<file path="src/rtl/rsp_rx_pkg.sv">
package rsp_rx_pkg;

  localparam int unsigned RSP_DATA_W = 32;
  localparam int unsigned RSP_HDR_W  = 4;
  localparam int unsigned RSP_CRC_W  = 4;

  typedef enum logic [2:0] {
    ST_IDLE,
    ST_WAIT,
    ST_HDR,
    ST_DATA,
    ST_CRC
  } rx_state_e;

  typedef enum logic [1:0] {
    TAG_ACK  = 2'd0,
    TAG_BUSY = 2'd1,
    TAG_ERRG = 2'd2,
    TAG_ERRX = 2'd3
  } rsp_tag_e;

  typedef struct packed {
    logic ok;
    logic tmo;
    logic crc_err;
  } rx_outcome_t;

  function automatic int unsigned size_bits(input logic [1:0] code);
    case (code)
      2'd1:    return 8;
      2'd2:    return 16;
      2'd3:    return 32;
      default: return 0;
    endcase
  endfunction

endpackage

</file>
<file path="src/rtl/rsp_bit_timer.sv">
module rsp_bit_timer #(
  parameter int unsigned HALF_CYC = 1
) (
  input  logic clk,
  input  logic rst_n,
  input  logic launch_i,
  input  logic active_i,
  input  logic stop_i,
  output logic ser_clk_o,
  output logic strobe_o
);

  localparam int unsigned CW = (HALF_CYC > 1) ? $clog2(HALF_CYC) : 1;

  logic ph_q, ph_d;
  logic at_end;

  generate
    if (HALF_CYC == 1) begin : g_nocnt
      assign at_end = 1'b1;
    end else begin : g_cnt
      logic [CW-1:0] cnt_q, cnt_d;

      always_comb begin
        cnt_d = cnt_q;
        if (launch_i || !active_i || at_end) cnt_d = '0;
        else                                  cnt_d = cnt_q + 1'b1;
      end

      always_ff @(posedge clk or negedge rst_n) begin
        if (!rst_n) cnt_q <= '0;
        else        cnt_q <= cnt_d;
      end

      assign at_end = (cnt_q == CW'(HALF_CYC - 1));

      p_cnt_range_r2: assert property (@(posedge clk) disable iff (!rst_n)
        cnt_q <= CW'(HALF_CYC - 1));
    end
  endgenerate

  always_comb begin
    ph_d = ph_q;
    if (launch_i)       ph_d = 1'b0;
    else if (!active_i) ph_d = 1'b1;
    else if (at_end)    ph_d = !ph_q | stop_i;
  end

  always_ff @(posedge clk or negedge rst_n) begin
    if (!rst_n) ph_q <= 1'b1;
    else        ph_q <= ph_d;
  end

  assign ser_clk_o = ph_q;
  assign strobe_o  = active_i & ph_q & at_end;

  p_stop_on_strobe_r9: assert property (@(posedge clk) disable iff (!rst_n)
    stop_i |-> strobe_o);

endmodule

</file>
<file path="src/rtl/rsp_crc4.sv">
module rsp_crc4 #(
  parameter int unsigned     W    = 4,
  parameter logic [W-1:0]    POLY = 4'h7
) (
  input  logic         clk,
  input  logic         rst_n,
  input  logic         clr_i,
  input  logic         en_i,
  input  logic         bit_i,
  output logic [W-1:0] crc_nxt_o
);

  logic [W-1:0] crc_q, crc_d;
  logic         fb;

  assign fb        = crc_q[W-1] ^ bit_i;
  assign crc_nxt_o = {crc_q[W-2:0], 1'b0} ^ ({W{fb}} & POLY);

  always_comb begin
    crc_d = crc_q;
    if (clr_i)     crc_d = '0;
    else if (en_i) crc_d = crc_nxt_o;
  end

  always_ff @(posedge clk or negedge rst_n) begin
    if (!rst_n) crc_q <= '0;
    else        crc_q <= crc_d;
  end

  p_clr_excl_r8: assert property (@(posedge clk) disable iff (!rst_n)
    !(clr_i && en_i));

endmodule

</file>
<file path="src/rtl/rsp_rx_capture.sv">
module rsp_rx_capture #(
  parameter int unsigned HDR_W  = 4,
  parameter int unsigned DATA_W = 32
) (
  input  logic              clk,
  input  logic              rst_n,
  input  logic              clr_i,
  input  logic              hdr_en_i,
  input  logic              dat_en_i,
  input  logic              bit_i,
  output logic [HDR_W-1:0]  hdr_o,
  output logic [DATA_W-1:0] dat_o
);

  logic [HDR_W-1:0]  hdr_q, hdr_d;
  logic [DATA_W-1:0] dat_q, dat_d;

  always_comb begin
    hdr_d = hdr_q;
    dat_d = dat_q;
    if (clr_i) begin
      hdr_d = '0;
      dat_d = '0;
    end else begin
      if (hdr_en_i) hdr_d = {hdr_q[HDR_W-2:0], bit_i};
      if (dat_en_i) dat_d = {dat_q[DATA_W-2:0], bit_i};
    end
  end

  always_ff @(posedge clk or negedge rst_n) begin
    if (!rst_n) begin
      hdr_q <= '0;
      dat_q <= '0;
    end else begin
      hdr_q <= hdr_d;
      dat_q <= dat_d;
    end
  end

  assign hdr_o = hdr_q;
  assign dat_o = dat_q;

  p_one_field_r7: assert property (@(posedge clk) disable iff (!rst_n)
    !(hdr_en_i && dat_en_i));

endmodule

</file>
<file path="src/rtl/rsp_rx_ctrl.sv">
module rsp_rx_ctrl
  import rsp_rx_pkg::*;
#(
  parameter int unsigned MAX_WAIT = 1000
) (
  input  logic                 clk,
  input  logic                 rst_n,
  input  logic                 start_i,
  input  logic [1:0]           size_i,
  input  logic                 strobe_i,
  input  logic                 bit_i,
  input  logic                 tag_msb_i,
  input  logic [RSP_CRC_W-1:0] crc_nxt_i,
  output logic                 launch_o,
  output logic                 active_o,
  output logic                 stop_o,
  output logic                 clr_o,
  output logic                 crc_en_o,
  output logic                 hdr_en_o,
  output logic                 dat_en_o,
  output rx_outcome_t          out_o
);

  localparam int unsigned WW  = $clog2(MAX_WAIT + 1);
  localparam int unsigned BCW = $clog2(RSP_DATA_W + 1);

  rx_state_e   state_q, state_d;
  logic [WW-1:0]  wait_q, wait_d;
  logic [BCW-1:0] bcnt_q, bcnt_d;
  logic [1:0]     size_q, size_d;
  rx_outcome_t    out_q, out_d;
  logic [1:0]     tag_now;

  assign tag_now = {tag_msb_i, bit_i};

  always_comb begin
    state_d  = state_q;
    wait_d   = wait_q;
    bcnt_d   = bcnt_q;
    size_d   = size_q;
    out_d    = '0;
    launch_o = 1'b0;
    stop_o   = 1'b0;
    clr_o    = 1'b0;
    crc_en_o = 1'b0;
    hdr_en_o = 1'b0;
    dat_en_o = 1'b0;
    case (state_q)
      ST_IDLE: begin
        if (start_i) begin
          launch_o = 1'b1;
          clr_o    = 1'b1;
          size_d   = size_i;
          wait_d   = '0;
          state_d  = ST_WAIT;
        end
      end
      ST_WAIT: begin
        if (strobe_i) begin
          if (bit_i) begin
            crc_en_o = 1'b1;
            bcnt_d   = BCW'(RSP_HDR_W - 1);
            state_d  = ST_HDR;
          end else if (wait_q == WW'(MAX_WAIT - 1)) begin
            out_d.tmo = 1'b1;
            stop_o    = 1'b1;
            state_d   = ST_IDLE;
          end else begin
            wait_d = wait_q + 1'b1;
          end
        end
      end
      ST_HDR: begin
        if (strobe_i) begin
          crc_en_o = 1'b1;
          hdr_en_o = 1'b1;
          if (bcnt_q == '0) begin
            if (tag_now == TAG_ACK && size_q != 2'd0) begin
              bcnt_d  = BCW'(size_bits(size_q) - 1);
              state_d = ST_DATA;
            end else begin
              bcnt_d  = BCW'(RSP_CRC_W - 1);
              state_d = ST_CRC;
            end
          end else begin
            bcnt_d = bcnt_q - 1'b1;
          end
        end
      end
      ST_DATA: begin
        if (strobe_i) begin
          crc_en_o = 1'b1;
          dat_en_o = 1'b1;
          if (bcnt_q == '0) begin
            bcnt_d  = BCW'(RSP_CRC_W - 1);
            state_d = ST_CRC;
          end else begin
            bcnt_d = bcnt_q - 1'b1;
          end
        end
      end
      ST_CRC: begin
        if (strobe_i) begin
          crc_en_o = 1'b1;
          if (bcnt_q == '0) begin
            stop_o  = 1'b1;
            state_d = ST_IDLE;
            if (crc_nxt_i == '0) out_d.ok      = 1'b1;
            else                 out_d.crc_err = 1'b1;
          end else begin
            bcnt_d = bcnt_q - 1'b1;
          end
        end
      end
      default: state_d = ST_IDLE;
    endcase
  end

  always_ff @(posedge clk or negedge rst_n) begin
    if (!rst_n) begin
      state_q <= ST_IDLE;
      wait_q  <= '0;
      bcnt_q  <= '0;
      size_q  <= '0;
      out_q   <= '0;
    end else begin
      state_q <= state_d;
      wait_q  <= wait_d;
      bcnt_q  <= bcnt_d;
      size_q  <= size_d;
      out_q   <= out_d;
    end
  end

  assign active_o = (state_q != ST_IDLE);
  assign out_o    = out_q;

  p_one_outcome_r9: assert property (@(posedge clk) disable iff (!rst_n)
    $onehot0({out_q.ok, out_q.tmo, out_q.crc_err}));
  p_outcome_pulse_r9: assert property (@(posedge clk) disable iff (!rst_n)
    (out_q.ok || out_q.tmo || out_q.crc_err) |=> !(out_q.ok || out_q.tmo || out_q.crc_err));
  p_outcome_idle_r9: assert property (@(posedge clk) disable iff (!rst_n)
    (out_q.ok || out_q.tmo || out_q.crc_err) |-> state_q == ST_IDLE);
  p_wait_bound_r3: assert property (@(posedge clk) disable iff (!rst_n)
    wait_q < WW'(MAX_WAIT));

endmodule

</file>
<file path="src/rtl/rsp_receiver.sv">
module rsp_receiver
  import rsp_rx_pkg::*;
#(
  parameter int unsigned          HALF_CYC = 1,
  parameter int unsigned          MAX_WAIT = 1000,
  parameter logic [RSP_CRC_W-1:0] CRC_POLY = 4'h7
) (
  input  logic                  clk,
  input  logic                  rst_n,
  input  logic                  start_i,
  input  logic [1:0]            size_i,
  input  logic                  ser_dat_i,
  output logic                  ser_clk_o,
  output logic                  rx_active_o,
  output logic                  ok_o,
  output logic                  timeout_o,
  output logic                  crc_err_o,
  output logic [1:0]            id_o,
  output logic [1:0]            tag_o,
  output logic [RSP_DATA_W-1:0] data_o
);

  logic                  rx_bit;
  logic                  launch, active, stop, strobe;
  logic                  clr, crc_en, hdr_en, dat_en;
  logic [RSP_CRC_W-1:0]  crc_nxt;
  logic [RSP_HDR_W-1:0]  hdr;
  rx_outcome_t           outcome;

  assign rx_bit = ~ser_dat_i;

  rsp_bit_timer #(.HALF_CYC(HALF_CYC)) u_timer (
    .clk      (clk),
    .rst_n    (rst_n),
    .launch_i (launch),
    .active_i (active),
    .stop_i   (stop),
    .ser_clk_o(ser_clk_o),
    .strobe_o (strobe)
  );

  rsp_rx_ctrl #(.MAX_WAIT(MAX_WAIT)) u_ctrl (
    .clk      (clk),
    .rst_n    (rst_n),
    .start_i  (start_i),
    .size_i   (size_i),
    .strobe_i (strobe),
    .bit_i    (rx_bit),
    .tag_msb_i(hdr[0]),
    .crc_nxt_i(crc_nxt),
    .launch_o (launch),
    .active_o (active),
    .stop_o   (stop),
    .clr_o    (clr),
    .crc_en_o (crc_en),
    .hdr_en_o (hdr_en),
    .dat_en_o (dat_en),
    .out_o    (outcome)
  );

  rsp_crc4 #(.W(RSP_CRC_W), .POLY(CRC_POLY)) u_crc (
    .clk      (clk),
    .rst_n    (rst_n),
    .clr_i    (clr),
    .en_i     (crc_en),
    .bit_i    (rx_bit),
    .crc_nxt_o(crc_nxt)
  );

  rsp_rx_capture #(.HDR_W(RSP_HDR_W), .DATA_W(RSP_DATA_W)) u_cap (
    .clk      (clk),
    .rst_n    (rst_n),
    .clr_i    (clr),
    .hdr_en_i (hdr_en),
    .dat_en_i (dat_en),
    .bit_i    (rx_bit),
    .hdr_o    (hdr),
    .dat_o    (data_o)
  );

  assign rx_active_o = active;
  assign ok_o        = outcome.ok;
  assign timeout_o   = outcome.tmo;
  assign crc_err_o   = outcome.crc_err;
  assign id_o        = hdr[3:2];
  assign tag_o       = hdr[1:0];

  p_idle_clk_high_r2: assert property (@(posedge clk) disable iff (!rst_n)
    !rx_active_o |-> ser_clk_o);
  p_launch_low_r2: assert property (@(posedge clk) disable iff (!rst_n)
    $rose(rx_active_o) |-> !ser_clk_o);
  p_tmo_clear_r4: assert property (@(posedge clk) disable iff (!rst_n)
    timeout_o |-> (id_o == 2'd0 && tag_o == 2'd0 && data_o == '0));
  p_nodata_r7: assert property (@(posedge clk) disable iff (!rst_n)
    (ok_o && tag_o != 2'd0) |-> data_o == '0);
  p_end_active_r9: assert property (@(posedge clk) disable iff (!rst_n)
    $fell(rx_active_o) |-> (ok_o || timeout_o || crc_err_o));

endmodule

</file>
<file path="config.mk">
export PLATFORM = sky130hd
export DESIGN_NAME = rsp_receiver
export DESIGN_NICKNAME = d
export VERILOG_FILES = /design/src/rtl/rsp_rx_pkg.sv /design/src/rtl/rsp_bit_timer.sv /design/src/rtl/rsp_crc4.sv /design/src/rtl/rsp_rx_capture.sv /design/src/rtl/rsp_rx_ctrl.sv /design/src/rtl/rsp_receiver.sv
export SDC_FILE = /design/constraint.sdc
export NUM_CORES = 1
export LEC_CHECK = 0
export BUFFER_PORTS_ARGS = -buffer_cell sky130_fd_sc_hd__buf_2
export CAP_MARGIN = 20
export CORE_MARGIN = 4
export CORE_UTILIZATION = 25
export CTS_CLUSTER_DIAMETER = 80
export DETAILED_ROUTE_END_ITERATION = 6
export GPL_TIMING_DRIVEN = 0
export HOLD_SLACK_MARGIN = 0.15
export SLEW_MARGIN = 20
export SYNTH_ARGS = -nofsm -noshare
export SYNTH_HDL_FRONTEND = slang
export SYNTH_SLANG_ARGS = --single-unit
</file>
<file path="constraint.sdc">
create_clock -name clk -period 2.5 [get_ports clk]
set_input_delay 0.5 -clock clk [delete_from_list [all_inputs] [get_ports clk]]
set_output_delay 0.5 -clock clk [all_outputs]
set_load 0.05 [all_outputs]
</file>
==> impl_results.md, run 1 <==
* Run status: completed
* Max Cap Violations at 0
* Root Buffer: clkbuf_16
* Reg2Reg Setup Slack at 0.20 ns
* Post-layout instance area at 3930 µm²
* Mean area per synthesized cell at 10.6 µm²
* Grt ovf at 0
* Synthesized area at 3160 µm²
* Vias in the first global route at 2514
* GRT busiest layer: met2
* GR Util All Layers at 10.8%
* First-pass GRT wire length at 12900 µm
* Worst Path Buf+Inv at 2
* Sink Count at 65
* Critical Path End Type: register
* Endpoints failing setup at 0
* ANT cells at 0
* Register bit total from synthesis at 65
* Netlist cell types at 51
* Final period demand of the worst path at 2.30 ns
* Crit-path cells: inv_1 -> ha_1 -> or4b_1 -> o211ai_4 -> and2_1 -> buf_2 -> mux2_1
* Critical Path AT at 2.51 ns
* Die height at 120 µm
* Worst slew pin tran at 0.620 ns
* IO Count at 47
* Area of the core at 12200 µm²
* Chip Width at 120 µm
* Worst skew pair latency at 0.32 ns
* RSZ-0062 raised after global routing: false
* Most frequent cells in the layout: dfrtp_1, buf_2, a22o_1, nand2_1, nor2_1
* Ys async rst share at 100%
* Slowest cell on crit path: or4b_1
* DPL Wire Length at 5380 µm
* Placed cell areas at 3610 µm²
* Final wirelength at 7580 µm
* H-tree levels at 3
* Initial core utilization at 26.0%
* DRT Pass-1 Iters at 4
* Post-synth top flop: dfrtp_1
* Hold crit path type: in2reg
* Share of cells above drive strength 1 at 22.3%
* CTS buffer count at 9
* CTS tree: done
* Most common cell after layout, fill and taps aside: dfrtp_1
* Final Power at 3.80 mW
* Wirelength per Cell at 14.4 µm
* Power Density at 968 nW/µm²
* Slew headroom at 58.5%
* Setup CP Type: reg2reg
* Peak supply drop at 393 µV
* Max Fclk at 434 MHz
* Pin count of the biggest net entering global routing at 34
* Synth-to-Final Area Change at 24.5%
* Met1 GRT Util at 15.0%
* CP max FO at 6
* Drc violations at 0
* Synthesis Warnings at 0
* Deepest clock path buffer count at 2
* Drt initial violations at 173
* Num rows at 40
* Reg clk slew, reported paths at 0.05 ns
* Post-synthesis sequential area ratio at 51.6%
* Hold Violations, Final at 0
* Max-slew violation count at 0
* Slowest stage delay, CP at 0.56 ns
* WP data required at 2.70 ns
* Post-CTS Setup Inserts at 0
* Crit share post-route at 92.1%
* Worst path top cell family by delay: simple AND/OR/NAND/NOR gates
* Met3 Track Usage GR at 2.29%
* NumNets Final at 367
* Post-synth EDFFs at 0
* Drt via density at 4.85
* Worst Setup Start Kind: register
* Die area at 14500 µm²
* GR Layer Usage met2 at 17.0%
* Syn nets at 309
* Skew final at 0.00614 ns
* Post-route setup TNS at 0 ns
* Post-route antenna net violation count at 0
* Initial antenna violation count at 0
* Synth Instances at 297
* Global placer's final weighted congestion at 0.852
* Vias post-DR at 2557
* Buffers on Ports at 45
* Static leakage at 1.91 nW
==> cell usage after synthesis (all sizes together), types with 2 or more instances <==
cell / count / area, µm²
nand4: 4 / 25.0
a311o: 2 / 20.0
nand2: 22 / 82.6
a211oi: 2 / 15.0
a31oi: 3 / 18.8
and3: 2 / 12.5
inv: 14 / 52.6
a211o: 2 / 17.5
xor2: 2 / 17.5
nor2: 17 / 63.8
a21boi: 2 / 15.0
o22ai: 2 / 12.5
o2bb2ai: 2 / 17.5
dfrtp: 64 / 1600
clkbuf: 14 / 52.6
or4b: 3 / 30.0
nand3: 14 / 70.1
or3: 3 / 18.8
nand2b: 3 / 18.8
a21oi: 9 / 45.0
a22o: 34 / 298
nor4b: 2 / 30.0
o211ai: 5 / 42.5
ha: 6 / 75.1
mux2: 2 / 22.5
o21ai: 5 / 25.0
nor3: 7 / 35.0
mux2i: 13 / 130
nand3b: 4 / 30.0
buf: 4 / 22.5
a22oi: 2 / 15.0
or4: 3 / 22.5
nor3b: 3 / 27.5
or2: 8 / 50.1
or3b: 2 / 17.5
==> routing by layer <==
layer | vias to the layer above | wire [µm]
met5 | - | 0
met4 | 0 | 80
met3 | 9 | 253
met2 | 62 | 3600
met1 | 1268 | 3640
li1 | 1218 | -
==> power breakdown <==
part	internal [mW]	total (mW)	switching [mW]	leakage (nW)
Sequential	1.19	1.32	0.129	0.883
Combinational	0.425	1.24	0.812	0.882
Clock	0.817	1.25	0.434	0.148
Total	2.43	3.80	1.37	1.91
==> state kept, by name, indices dropped and copies added, names as in the netlist <==
| register | flops |
|---|---|
| u_ctrl.bcnt_q | 6 |
| u_timer.ser_clk_o | 1 |
| u_ctrl.out_o | 3 |
| u_ctrl.size_q | 2 |
| u_cap.dat_o | 32 |
| u_cap.hdr_o | 4 |
| u_crc.crc_q | 4 |
| u_ctrl.wait_q | 10 |
| u_ctrl.state_q | 3 |
==> path summary, 6_finish.rpt <==
| check | to | depth (start not counted) | startpoint |
|---|---|---|---|
| min in group asynchronous | u_ctrl.wait_q[0]$_DFFE_PN0P_ | 2 | rst_n |
| min | u_ctrl.size_q[0]$_DFFE_PN0P_ | 3 | size_i[0] |
| max reg2reg | u_ctrl.bcnt_q[1]$_DFFE_PN0P_ | 7 | u_ctrl.bcnt_q[0]$_DFFE_PN0P_ |
| min reg2reg | u_cap.hdr_o[3]$_DFFE_PN0P_ | 1 | u_cap.hdr_o[3]$_DFFE_PN0P_ |
| max in group asynchronous | u_timer.ser_clk_o$_DFF_PN1_ | 3 | rst_n |
| max | u_ctrl.bcnt_q[1]$_DFFE_PN0P_ | 7 | u_ctrl.bcnt_q[0]$_DFFE_PN0P_ |
==> tightest hold or removal path, stage by stage <==
cell	delay (ns)
buf_2	0.07
nand2_1	0.03
o21ai_0	0.06
==> what timing repair did <==
item,in CTS,in global routing
endpoints found under the setup margin,0,1
gates resized for setup,0,1
hold buffers,1,0
endpoints found under the hold margin,32,0
==> cells by family after synthesis <==
| family | Yosys count | share of synthesized area (%) |
|---|---|---|
| multiplexers | 15 | 4.84 |
| XOR/XNOR | 2 | 0.555 |
| AND/OR/NAND/NOR | 101 | 17.9 |
| flip-flops | 65 | 51.6 |
| adder cells (fa/ha/maj) | 6 | 2.38 |
| buffers and inverters | 33 | 4.16 |
| AO/OA/AOI/OAI | 75 | 18.6 |
==> through the flow <==
stage / util [%] / setup slack [ns] / std cells / hold WS (ns)
after detailed placement: 29.7 / 0.212 / 511 / 0.484
after CTS: 32.2 / 0.209 / 527 / 0.365
after global placement: 29.5 / 0.246 / 510 / 0.481
final: 32.3 / 0.197 / 527 / 0.380
after global routing: 32.3 / 0.0330 / 527 / 0.381
after floorplan: - / 0.425 / 297 / 0.204
==> layout make-up <==
class                           instances  area, µm²
Fill cell                            1252       8230
Sequential cell                        65       1630
Multi-Input combinational cell        199       1410
Timing Repair Buffer                   47        258
Clock buffer                           12        256
Tap cell                              168        210
Buffer                                 18       75.1
Inverter                               15       56.3
Clock inverter                          3       40.0
(Power assumes the default switching activity.)
==> run 2: changes to the inputs <==
==> constraint.sdc (replaced) <==
create_clock -name clk -period 2.7 [get_ports clk]
set_input_delay 0.54 -clock clk [delete_from_list [all_inputs] [get_ports clk]]
set_output_delay 0.54 -clock clk [all_outputs]
set_load 0.05 [all_outputs]
==> run 2 against run 1 <==
Net effect: core utilization fell by 0.15 points; sequential cell count is the same; worst setup slack improved by 0.21 ns; cell area fell by 0.48%; global-route usage is essentially flat; die area stayed put; first-iteration DRC count is 12% higher; non-clock buffer count decreased by 1; via count barely moved; clock skew increased by 0.00082 ns; combinational power is 8% lower; critical path depth is the same.
==> impl_results.md, run 2 (synthesis results as in run 1) <==
* Run status: completed
* Num rows at 40
* Crit share post-route at 84.9%
* Skew final at 0.00696 ns
* Deepest clock path buffer count at 2
* ANT cells at 0
* Area of the core at 12200 µm²
* Max-slew violation count at 0
* Synth-to-Final Area Change at 23.9%
* Pin count of the biggest net entering global routing at 34
* Vias post-DR at 2556
* IO Count at 47
* GR Util All Layers at 10.8%
* Endpoints failing setup at 0
* Post_cts resized at 0
* Post-layout instance area at 3910 µm²
* Root Buffer: clkbuf_16
* Setup CP Type: reg2reg
* Initial core utilization at 26.0%
* Reg clk slew, reported paths at 0.05 ns
* First-pass GRT wire length at 12900 µm
* DRT Pass-1 Iters at 4
* H-tree levels at 3
* Worst Setup Start Kind: register
* Clock share of power at 33.0%
* Drt initial violations at 194
* Post-route antenna net violation count at 0
* Post-route setup TNS at 0 ns
* Grt ovf at 0
* Worst slew pin tran at 0.567 ns
* Post-CTS Setup Inserts at 0
* Most frequent cells in the layout: dfrtp_1, buf_2, a22o_1, nand2_1, nor2_1
* Initial antenna violation count at 0
* CTS tree: done
* P_sw at 1.27 mW
* RSZ-0062 raised after global routing: false
* Power Internal at 2.25 mW
* Worst skew pair latency at 0.33 ns
* Logic pwr share at 32.4%
* Critical Path End Type: register
* Drc violations at 0
* Die height at 120 µm
* Final wirelength at 7590 µm
* Sw Ratio at 36.2%
* Post-layout util at 32.2%
* Seq pwr share at 34.6%
* Sink Count at 65
* CTS buffer count at 9
* Max Fclk at 436 MHz
* Critical path origin: u_ctrl.bcnt_q[0]$_DFFE_PN0P_
* Placed cell areas at 3610 µm²
* Power Density at 900 nW/µm²
* Peak supply drop at 364 µV
* Largest register FFs at 32
* Most common cell after layout, fill and taps aside: dfrtp_1
* Die area at 14500 µm²
* Static leakage at 1.91 nW
* Slew headroom at 62.0%
* Wirelength per Cell at 14.4 µm
* Reg2Reg Launch Point: u_ctrl.bcnt_q[0]$_DFFE_PN0P_
* DPL Wire Length at 5380 µm
* Chip Width at 120 µm
* Critical Path AT at 2.50 ns
* Final period demand of the worst path at 2.29 ns
* CP max FO at 6
* Hold Violations, Final at 0
* Hold Buf Count CTS at 0
* Fill cell count at 1253
* WP data required at 2.90 ns
* Hold crit path type: in2async
* Global placer's final weighted congestion at 0.852
* Final Power at 3.52 mW
* Max Cap Violations at 0
* Vias in the first global route at 2511
* Share of cells above drive strength 1 at 22.3%
* NumNets Final at 366
* Drt via density at 4.86
* Buffers on Ports at 45
[run 2: cell count changes in the layout (fill, tap and decap cells not counted)]
cell,previous run,this run
o211ai_4,1,0
dlygate4sd3_1,1,0
o211ai_2,0,1
[run 2: cell type report]
class	instances	area [µm²]	share of cell area, %
well taps	168	210	5.37
flip-flops and latches	65	1630	41.6
clock inverters	3	40.0	1.02
clock buffers	12	256	6.56
multi-input cells	199	1400	35.7
plain buffers	18	75.1	1.92
repair buffers	46	248	6.33
inverters	15	56.3	1.44
[run 2: final timing paths]
| check | end | slack [ns] | depth (start not counted) |
|---|---|---|---|
| hold / removal | u_ctrl.wait_q[0]$_DFFE_PN0P_ | 0.16 | 1 |
| min in group clk | u_ctrl.size_q[0]$_DFFE_PN0P_ | 0.42 | 3 |
| setup / recovery | u_ctrl.bcnt_q[1]$_DFFE_PN0P_ | 0.41 | 7 |
| hold reg to reg | u_cap.hdr_o[3]$_DFFE_PN0P_ | 0.50 | 1 |
| max in group asynchronous | u_timer.ser_clk_o$_DFF_PN1_ | 1.94 | 2 |
| setup reg to reg | u_ctrl.bcnt_q[1]$_DFFE_PN0P_ | 0.41 | 7 |
[run 2: power groups by stage]
stage          clock network (mW)  registers, mW  logic, mW
3_3_place_gp                    0           1.22       1.11
6_report                     1.16           1.22       1.14
2_1_floorplan                   0           1.27      0.807
3_5_place_dp                    0           1.23       1.14
5_1_grt                      1.23           1.24       1.28
4_1_cts                      1.19           1.22       1.15
[run 2: metrics by stage]
step           worst slack [ns]  hold slack [ns]  std cells
2_1_floorplan             0.625            0.244        297
3_3_place_gp              0.446            0.481        510
3_5_place_dp              0.412            0.492        511
4_1_cts                   0.409            0.176        526
5_1_grt                   0.199            0.191        526
6_report                  0.408            0.163        526
[run 2: routing by layer]
layer  part of all wire (%)  GRT usage, %  vias up
met5                      0             0        -
met2                     47          17.0       61
met1                     49          14.9     1271
met4                    1.2          3.33        0
met3                    3.3          2.29       11
li1                       -             -     1213
[run 2: worst max-delay path: stages (launching register included)]
cell and delay (ns):
dfrtp_1 0.40, inv_1 0.07, ha_1 0.24, or4b_1 0.53, o211ai_2 0.27, and2_1 0.16
buf_2 0.16, mux2_1 0.34
